`config.mk`:
```
export PLATFORM = sky130hd
export DESIGN_NAME = intv_timer
export DESIGN_NICKNAME = d
export VERILOG_FILES = /design/src/rtl/tmr_pkg.sv /design/src/rtl/tmr_prescale.sv /design/src/rtl/tmr_count.sv /design/src/rtl/intv_timer.sv
export SDC_FILE = /design/constraint.sdc
export NUM_CORES = 1
export LEC_CHECK = 0
export BUFFER_PORTS_ARGS = -buffer_cell sky130_fd_sc_hd__buf_2
export CAP_MARGIN = 10
export CELL_PAD_IN_SITES_DETAIL_PLACEMENT = 1
export CELL_PAD_IN_SITES_GLOBAL_PLACEMENT = 2
export CORE_AREA = 10 10 135 137
export DETAILED_ROUTE_END_ITERATION = 10
export DIE_AREA = 0 0 145 147
export PLACE_DENSITY_LB_ADDON = 0.12
export SYNTH_ARGS = -nofsm -noshare
export SYNTH_HDL_FRONTEND = slang
export SYNTH_SLANG_ARGS = --single-unit
```
`constraint.sdc`:
```
create_clock -name clk -period 3.5 [get_ports clk]
set_clock_uncertainty 0.1 [all_clocks]
set_input_delay 0.175 -clock clk [delete_from_list [all_inputs] [get_ports clk]]
set_output_delay 0.175 -clock clk [all_outputs]
set_load 0.02 [all_outputs]
```
`src/rtl/tmr_pkg.sv`:
```
package tmr_pkg;

    // control register layout, bit 7 down to bit 0
    typedef struct packed {
        logic       en;        // 7
        logic       periodic;  // 6
        logic       ie;        // 5
        logic       rsv;       // 4
        logic [1:0] pre_sel;   // 3:2
        logic       wide;      // 1
        logic       oneshot;   // 0
    } ctrl_t;

    localparam logic [7:0] CTRL_RESET = 8'h20;
    localparam logic [7:0] CTRL_KEEP  = 8'hEF;

    localparam logic [1:0] PRE_DIV16  = 2'b01;
    localparam logic [1:0] PRE_DIV256 = 2'b10;

    localparam logic [2:0] W_LOAD   = 3'd0;
    localparam logic [2:0] W_VALUE  = 3'd1;
    localparam logic [2:0] W_CTRL   = 3'd2;
    localparam logic [2:0] W_CLR    = 3'd3;
    localparam logic [2:0] W_RAW    = 3'd4;
    localparam logic [2:0] W_MASKED = 3'd5;
    localparam logic [2:0] W_BGLOAD = 3'd6;

endpackage

```
`src/rtl/tmr_prescale.sv`:
```
module tmr_prescale #(
    parameter int MID_LOG  = 4,
    parameter int SLOW_LOG = 8
) (
    input  logic       clk,
    input  logic       rst_n,
    input  logic       run,
    input  logic       restart,
    input  logic [1:0] sel,
    output logic       tick
);
    import tmr_pkg::*;

    typedef struct packed {
        logic [SLOW_LOG-1:0] cnt;
    } pre_t;

    pre_t st_d, st_q;

    always_comb begin
        st_d = st_q;
        if (run && !restart) begin
            st_d.cnt = st_q.cnt + 1'b1;
        end else begin
            st_d.cnt = '0;
        end
        case (sel)
            PRE_DIV16:  tick = run && (&st_q.cnt[MID_LOG-1:0]);
            PRE_DIV256: tick = run && (&st_q.cnt);
            default:    tick = run;
        endcase
    end

    always_ff @(posedge clk or negedge rst_n) begin
        if (!rst_n) begin
            st_q <= '0;
        end else begin
            st_q <= st_d;
        end
    end

endmodule

```
`src/rtl/tmr_count.sv`:
```
module tmr_count #(
    parameter int CNT_W = 32
) (
    input  logic             clk,
    input  logic             rst_n,
    input  logic             tick,
    input  logic             oneshot,
    input  logic [CNT_W-1:0] reload_val,
    input  logic             load_now,
    input  logic [CNT_W-1:0] load_val,
    input  logic             trim_now,
    input  logic [CNT_W-1:0] trim_mask,
    input  logic             clr,
    output logic [CNT_W-1:0] count,
    output logic             raw
);
    typedef struct packed {
        logic [CNT_W-1:0] count;
        logic             raw;
    } cnt_t;

    cnt_t st_d, st_q;
    logic expire;

    always_comb begin
        st_d   = st_q;
        expire = 1'b0;
        if (tick) begin
            if (st_q.count == '0) begin
                if (!oneshot) begin
                    st_d.count = reload_val;
                end
            end else begin
                st_d.count = st_q.count - 1'b1;
                expire     = (st_q.count == {{(CNT_W-1){1'b0}}, 1'b1});
            end
        end
        if (load_now) begin
            st_d.count = load_val;
        end else if (trim_now) begin
            st_d.count = st_d.count & trim_mask;
        end
        if (clr) begin
            st_d.raw = 1'b0;
        end
        if (expire) begin
            st_d.raw = 1'b1;
        end
    end

    always_ff @(posedge clk or negedge rst_n) begin
        if (!rst_n) begin
            st_q <= '0;
        end else begin
            st_q <= st_d;
        end
    end

    assign count = st_q.count;
    assign raw   = st_q.raw;

endmodule

```
`src/rtl/intv_timer.sv`:
```
module intv_timer
    import tmr_pkg::*;
#(
    parameter int CNT_W    = 32,
    parameter int NARROW_W = 16,
    parameter int ADDR_W   = 12,
    parameter int MID_LOG  = 4,
    parameter int SLOW_LOG = 8
) (
    input  logic              clk,
    input  logic              rst_n,
    input  logic              bus_sel,
    input  logic              bus_wr,
    input  logic [ADDR_W-1:0] bus_addr,
    input  logic [CNT_W-1:0]  bus_wdata,
    output logic [CNT_W-1:0]  bus_rdata,
    output logic              irq
);
    localparam int IDX_W   = 3;
    localparam int MAP_TOP = IDX_W + 2;

    typedef struct packed {
        ctrl_t            ctrl;
        logic [CNT_W-1:0] limit;
    } regs_t;

    function automatic logic [CNT_W-1:0] width_mask(input logic wide);
        if (wide) begin
            return '1;
        end
        return {{(CNT_W-NARROW_W){1'b0}}, {NARROW_W{1'b1}}};
    endfunction

    regs_t            rg_d, rg_q;
    ctrl_t            ctrl_q;
    ctrl_t            ctrl_new;
    logic             in_map;
    logic [IDX_W-1:0] word;
    logic             wr_go;
    logic             load_wr, ctrl_wr, clr_wr, bg_wr;
    logic             free_run;
    logic [CNT_W-1:0] cur_mask;
    logic [CNT_W-1:0] reload_cur;
    logic [CNT_W-1:0] load_val;
    logic [CNT_W-1:0] trim_mask;
    logic             tick;
    logic [CNT_W-1:0] count_q;
    logic             raw_q;

    assign ctrl_q   = rg_q.ctrl;
    assign in_map   = (bus_addr[ADDR_W-1:MAP_TOP] == '0);
    assign word     = bus_addr[MAP_TOP-1:2];
    assign wr_go    = bus_sel && bus_wr && in_map;
    assign load_wr  = wr_go && (word == W_LOAD);
    assign ctrl_wr  = wr_go && (word == W_CTRL);
    assign clr_wr   = wr_go && (word == W_CLR);
    assign bg_wr    = wr_go && (word == W_BGLOAD);
    assign ctrl_new = ctrl_t'(bus_wdata[7:0] & CTRL_KEEP);

    always_comb begin
        free_run   = !ctrl_q.oneshot && !ctrl_q.periodic;
        cur_mask   = width_mask(ctrl_q.wide);
        reload_cur = free_run ? cur_mask : (rg_q.limit & cur_mask);
        load_val   = free_run ? cur_mask : (bus_wdata & cur_mask);
        trim_mask  = width_mask(ctrl_new.wide);
    end

    always_comb begin
        rg_d = rg_q;
        if (load_wr || bg_wr) begin
            rg_d.limit = bus_wdata;
        end
        if (ctrl_wr) begin
            rg_d.ctrl = ctrl_new;
        end
    end

    always_ff @(posedge clk or negedge rst_n) begin
        if (!rst_n) begin
            rg_q.ctrl  <= ctrl_t'(CTRL_RESET);
            rg_q.limit <= '0;
        end else begin
            rg_q <= rg_d;
        end
    end

    tmr_prescale #(
        .MID_LOG (MID_LOG),
        .SLOW_LOG(SLOW_LOG)
    ) u_pre (
        .clk    (clk),
        .rst_n  (rst_n),
        .run    (ctrl_q.en),
        .restart(ctrl_wr),
        .sel    (ctrl_q.pre_sel),
        .tick   (tick)
    );

    tmr_count #(
        .CNT_W(CNT_W)
    ) u_cnt (
        .clk       (clk),
        .rst_n     (rst_n),
        .tick      (tick),
        .oneshot   (ctrl_q.oneshot),
        .reload_val(reload_cur),
        .load_now  (load_wr),
        .load_val  (load_val),
        .trim_now  (ctrl_wr),
        .trim_mask (trim_mask),
        .clr       (clr_wr),
        .count     (count_q),
        .raw       (raw_q)
    );

    always_comb begin
        bus_rdata = '0;
        if (bus_sel && !bus_wr && in_map) begin
            case (word)
                W_LOAD, W_BGLOAD: bus_rdata = rg_q.limit;
                W_VALUE:          bus_rdata = count_q;
                W_CTRL:           bus_rdata = {{(CNT_W-8){1'b0}}, ctrl_q};
                W_RAW:            bus_rdata = {{(CNT_W-1){1'b0}}, raw_q};
                W_MASKED:         bus_rdata = {{(CNT_W-1){1'b0}}, raw_q && ctrl_q.ie};
                default:          bus_rdata = '0;
            endcase
        end
    end

    assign irq = raw_q && ctrl_q.ie;

endmodule

```
==> results.cfg, run 1 <==
[status]
status = completed

[synth]
synth_area_um2 = 5166
synth_area_leaders = dfrtp_1, o21ai_0, mux2_2
synth_area_leader_cell = dfrtp_1
ys_ff_latch = 80
synthesis.nets = 658
synth_top_area_share_pct = 38.27
synth_async_sr_flop_share_pct = 100.0
avgSynthCellArea_um2 = 8.525
synth-main-ff-cell = dfrtp_1
yosysWarnings = 0
ys_seq_area_share_pct = 38.77
syn_inst = 606
synth_edf_count = 0
synth.distinct_cells = 58

[clock_network]
cts_buffers = 9
cts_tree = built
cts.sinks = 80
path_clk_slew_ns = 0.06
cts_max_level = 3
clk_path_buf_depth = 2
cts_setup_buffers = 0
ctsRootBufferMaster = clkbuf_16
clk_latency_ns = 0.35

[detailed_routing]
wirelength_mm = 19.13
ant_nets = 0
wl_per_cell_um = 20.81
drtIter0Drc = 282
first_pass_iters = 4
via_per_inst = 5.557
vias = 5107
drc = 0

[sta]
drv_slew = 0
tightest_slew_ns = 1.002
setup_viol = 0
relSlewSlack_pct = 33.17
hold_viol = 0
max_freq_ghz = 0.3441
period_share_pct = 83.04
setup_tns_ns = 0
fin_hold_ws_ns = 0.006949
rsz0062_at_grt = no
fin_crit_ns = 2.906

[placed_design]
port_buffers = 78
place_congestion = 0.8053
dp_hpwl_mm = 13.29

[grt]
grt_use_total_pct = 17.87
grt_pass1_wl_mm = 31.12
grt_max_degree = 72
grt_remaining_overflow = 0
antenna_found_initial = 0
grt_pass1_vias = 5580

[floorplanning]
rows = 46
start_util_pct = 33.12
die_area_um2 = 21320
die_x_um = 145
core_area_um2 = 15600
die_h_um = 147
io_pins = 81

[pwr]
p_sw_w = 0.0006049
power.density_nw_per_um2 = 355.5
swShare_pct = 26.61
p_leak_nw = 2.629
p_comb_share_pct = 11.8
p_clk_share_pct = 43.6
intPower_w = 0.001669
power_frac_seq_pct = 44.7
irDropWorstVdd_v = 0.0002115

[critical_path]
cp-start-kind = flip-flop
worstSetupPathType = reg -> reg
path_max_fanout = 14
reg2reg_depth = 5
cp.required_ns = 3.64
crit_path_end_kind = flip-flop
worst_ep_arrival_time_ns = 3.04

[min_path]
hold_depth = 3
hold_class = in -> reg

[cells_and_area]
layout-drive-gt1-share_pct = 23.04
utilization_pct = 41.01
final_nets = 750
area_delta_synth_final_pct = 23.81
antennaDiodeCount = 0

[flow_run]
max_cap_viol_count = 0
==> cells by family (layout without fill, tap and decap cells) <==
family	count (synthesis)	count (layout)	synth area share, %
AND/OR/NAND/NOR	199	199	19.88
XOR/XNOR	25	25	4.238
AO/OA/AOI/OAI	200	200	24.03
flip-flops	80	80	38.77
buffers and inverters	65	162	4.965
adder cells (fa/ha/maj)	4	4	0.9688
multiplexers	33	33	7.145
==> critical path: stages (launching register included) <==
cell      delay (ns)
dfrtp_1         0.45
or3_1           0.51
or4_4           0.58
nor4_4          0.48
o21bai_2        0.34
o221a_2         0.34
==> Yosys cell counts, drive strengths merged (2+ instances only) <==
library cell,instances
dfrtp,79
o21ai,76
nor2,67
nand2,40
a21oi,39
clkbuf,35
a22oi,32
mux2,31
inv,21
nand3,17
nor4,17
xor2,16
o211ai,15
nor3,13
o22ai,10
buf,9
xnor2,9
and2,7
nand4,7
or4,7
o41ai,6
a32oi,5
nand2b,5
or3,5
ha,4
nor2b,3
and3,2
mux2i,2
nor4b,2
o21a,2
o221a,2
o31ai,2
or4b,2
==> metrics by stage <==
stage	area (µm²)	worst slack, ns	instances	total power, W
2_1_floorplan	5166	0.9132	606	0.001161
4_1_cts	6396	0.5790	919	0.002296
3_3_place_gp	5826	0.6189	876	0.001270
3_5_place_dp	5826	0.5913	876	0.001276
5_1_grt	6396	0.4240	919	0.002377
6_report	6396	0.5936	919	0.002274
==> placed cells by master (no fill, tap or decap), types with 21 or more instances in the layout <==
cell type	netlist	final
nand2_1	40	40
mux2_2	31	31
a21oi_1	39	39
o21ai_0	76	76
a22oi_1	32	32
inv_1	21	21
dfrtp_1	79	79
buf_2	7	77
nor2_1	66	65
dlygate4sd3_1	0	27
==> registers in the layout (all words and copies together) (netlist names) <==
| register | flops |
|---|---|
| rg_q | 32 |
| u_cnt.raw | 1 |
| u_pre.st_q | 8 |
| ctrl_q | 7 |
| u_cnt.count | 32 |
==> area by class of cell <==
type | instances | area, µm²
fill | 1832 | 9201
multi-input combinational | 461 | 2918
inverter | 21 | 78.83
tap | 216 | 270.3
sequential | 80 | 2003
clock buffer | 13 | 260.3
clock inverter | 3 | 40.04
timing repair buffer | 125 | 825.8
==> final timing paths <==
| kind | slack [ns] | end | startpoint |
|---|---|---|---|
| setup / recovery | 0.59 | u_cnt.count[13] | u_cnt.count[22] |
| hold / removal | 0.007 | rg_q[3] | bus_wdata[3] |
| setup reg to reg | 0.59 | u_cnt.count[13] | u_cnt.count[22] |
| hold reg to reg | 0.37 | u_pre.st_q[0] | u_pre.st_q[0] |
| max in group asynchronous | 2.09 | rg_q[14] | rst_n |
| min in group asynchronous | 0.45 | u_pre.st_q[5] | rst_n |
==> per-layer routing <==
| metal | wire length, µm | GRT usage [%] |
|---|---|---|
| met1 | 8694 | 22.14 |
| met2 | 9436 | 30.95 |
| met3 | 623 | 2.764 |
| met4 | 370 | 5.975 |
| met5 | 0 | 0 |
==> power by group through the flow <==
stage               combinational [W]  sequential [W]  clock, W
global route                 0.000302         0.00102   0.00105
detailed placement           0.000245         0.00103         0
floorplan                    0.000151         0.00101         0
finish                       0.000268         0.00102  0.000991
CTS                          0.000270         0.00101   0.00101
global placement             0.000241         0.00103         0
==> what timing repair did <==
| action | 4_1_cts | 5_1_grt |
|---|---|---|
| hold buffers | 27 | 0 |
| resized for setup | 0 | 0 |
| endpoints found under the hold margin | 97 | 0 |
Note: power is estimated with default switching activity, not from simulation.
==> run 2: changes to the inputs <==
--- a/config.mk
+++ b/config.mk
@@ -5,13 +5,14 @@
 export SDC_FILE = /design/constraint.sdc
 export NUM_CORES = 1
 export LEC_CHECK = 0
+export ABC_AREA = 1
 export BUFFER_PORTS_ARGS = -buffer_cell sky130_fd_sc_hd__buf_2
 export CAP_MARGIN = 10
 export CELL_PAD_IN_SITES_DETAIL_PLACEMENT = 1
 export CELL_PAD_IN_SITES_GLOBAL_PLACEMENT = 2
-export CORE_AREA = 10 10 135 137
+export CORE_AREA = 10 10 143 145
 export DETAILED_ROUTE_END_ITERATION = 10
-export DIE_AREA = 0 0 145 147
+export DIE_AREA = 0 0 153 155
 export PLACE_DENSITY_LB_ADDON = 0.12
 export SYNTH_ARGS = -nofsm -noshare
 export SYNTH_HDL_FRONTEND = slang
==> constraint.sdc (replaced) <==
create_clock -name clk -period 2.71 [get_ports clk]
set_clock_uncertainty 0.1 [all_clocks]
set_input_delay 0.1355 -clock clk [delete_from_list [all_inputs] [get_ports clk]]
set_output_delay 0.1355 -clock clk [all_outputs]
set_load 0.02 [all_outputs]
==> run 2 against run 1 <==
  * Synthesized cell count is 28% higher
  * Via count is 8.9% higher
  * Die area is 11% higher
  * Global-route usage is 0.74 points lower
  * Critical path depth is 5 higher
  * Register-to-register slack worse by 0.26 ns
  * Non-clock buffer count is 4 higher
  * Maximum frequency is 22% higher
  * Flip-flop and latch count stayed put
==> results.cfg, run 2 <==
[detailed_routing]
drc = 0
vias = 5564
via_per_inst = 4.986
wirelength_mm = 20.05
ant_nets = 0
first_pass_iters = 4
drtIter0Drc = 202
wl_per_cell_um = 17.97

[pwr]
swShare_pct = 42.28
power_frac_seq_pct = 27.4
intPower_w = 0.003054
p_leak_nw = 3.437
power.density_nw_per_um2 = 771.8
p_clk_share_pct = 28.7
irDropWorstVdd_v = 0.0004224
p_sw_w = 0.002237
p_comb_share_pct = 43.9

[clock_network]
clk_path_buf_depth = 2
cts_buffers = 9
cts_setup_buffers = 0
cts_tree = built
ctsRootBufferMaster = clkbuf_16
cts.sinks = 80
cts_max_level = 3
path_clk_slew_ns = 0.07
clk_latency_ns = 0.35

[grt]
grt_remaining_overflow = 0
grt_pass1_vias = 6139
grt_use_total_pct = 17.13
antenna_found_initial = 0
busiest_layer = met2
grt_use_met3_pct = 3.116
grt_util_met1_pct = 22.25
use_met2_pct = 28.79
grt_pass1_wl_mm = 33.33
grt_max_degree = 81

[sta]
setup_viol = 0
relSlewSlack_pct = 27.24
drv_slew = 0
tightest_slew_ns = 1.091
rsz0062_at_grt = no
period_share_pct = 87.78
hold_viol = 0
max_freq_ghz = 0.4204
fin_crit_ns = 2.379
setup_tns_ns = 0

[critical_path]
path_max_fanout = 16
crit_start = u_cnt.count[0]
reg2reg_slack_ns = 0.33
crit_path_end_kind = flip-flop
timing.rr.start = u_cnt.count[0]
rr_endpoint = u_cnt.count[0]
worstSetupPathType = reg -> reg
worst_ep_arrival_time_ns = 2.56
crit_end = u_cnt.count[0]
cp.required_ns = 2.89
reg2reg_depth = 10
cp-start-kind = flip-flop

[floorplanning]
start_util_pct = 31.14
die_h_um = 155
core_area_um2 = 17660
die_area_um2 = 23720
die_x_um = 153
io_pins = 81
rows = 49

[cells_and_area]
fin_cells = 1116
antennaDiodeCount = 0
final_cell_mix = nand2_1, nor2_1, dfrtp_1
utilization_pct = 38.83
layout-drive-gt1-share_pct = 19.95
final_nets = 934
area_delta_synth_final_pct = 24.66
design_area_um2 = 6855
final_common_cell = nand2_1

[status]
status = completed

[placed_design]
placed_area_um2 = 6163
place_congestion = 0.8313
dp_hpwl_mm = 14.47
dp.cells = 1067
port_buffers = 78

[synth]
yosysWarnings = 0
syn_inst = 775
synth-main-ff-cell = dfrtp_1
synthTopCellsByCount = nand2_1, nor2_1, dfrtp_1
synth_async_sr_flop_share_pct = 100.0
ys_ff_latch = 80
synth_top_area_share_pct = 35.95
synthesis.nets = 827
synth_area_um2 = 5499
avgSynthCellArea_um2 = 7.096
synth.most_common_cell = nand2_1
synth_edf_count = 0
synth_area_leaders = dfrtp_1, nand2_1, o21ai_0
synth.distinct_cells = 39
synth_area_leader_cell = dfrtp_1
ys_seq_area_share_pct = 36.43

[min_path]
hold_class = in -> reg

[flow_run]
max_cap_viol_count = 0
[run 2: area by class of cell]
cell class,count,area (µm²)
fill,2245,10800
multi-input combinational,599,3109
sequential,80,2003
timing repair buffer,129,858.3
tap,229,286.5
inverter,63,236.5
clock buffer,10,229.0
clock inverter,6,132.6
[run 2: power by group through the flow]
stage / clock network, W / logic [W] / registers [W]
finish: 0.00152 / 0.00232 / 0.00145
global route: 0.00161 / 0.00262 / 0.00147
CTS: 0.00156 / 0.00234 / 0.00145
detailed placement: 0 / 0.00229 / 0.00147
global placement: 0 / 0.00224 / 0.00147
floorplan: 0 / 0.00165 / 0.00142
[run 2: metal layers]
layer	vias up	wire [µm]
met1	2704	9757
li1	2765	-
met3	11	650
met2	84	9474
met5	-	0
met4	0	167
[run 2: stage by stage]
stage          hold WS (ns)  total power (W)  setup slack [ns]
6_report            0.05571         0.005291            0.3311
3_5_place_dp         0.2881         0.003759            0.3038
5_1_grt              0.1172         0.005704            0.1349
2_1_floorplan       -0.2601         0.003080            0.8287
4_1_cts             0.04837         0.005352            0.2780
3_3_place_gp         0.2584         0.003710            0.3766
[run 2: repair_timing]
action                    in CTS  in global routing
hold endpoints to repair     145                  0
gates resized for setup        0                  0
hold buffers                  33                  0
[run 2: worst min path at each step]
stage,from,cells after the start,endpoint
2_1_floorplan,rst_n,0,ctrl_q[0]
3_3_place_gp,bus_wdata[11],3,rg_q[11]
3_5_place_dp,bus_wdata[30],2,rg_q[30]
4_1_cts,bus_addr[4],3,u_cnt.raw
5_1_grt,bus_addr[4],3,u_cnt.raw
6_report,bus_addr[4],3,u_cnt.raw
[run 2: worst max-delay path: stages (launching register included)]
cell and delay (ns):
dfrtp_1 0.42, inv_1 0.13, ha_1 0.24, nand2_4 0.10
nor2_8 0.16, nand3_4 0.12, nor2_8 0.24, a21oi_2 0.13
nor2_4 0.45, nand2_1 0.12, nand3_1 0.11
[run 2: logic make-up after synthesis]
logic type | share of synthesized area (%)
and+or+nand+nor | 32.24
muxes | 5.324
buffers and inverters | 7.213
DFF | 36.43
xor gates and xnor gates | 2.708
adders and majority gates | 0.9102
AOI/OAI and AO/OA | 15.18
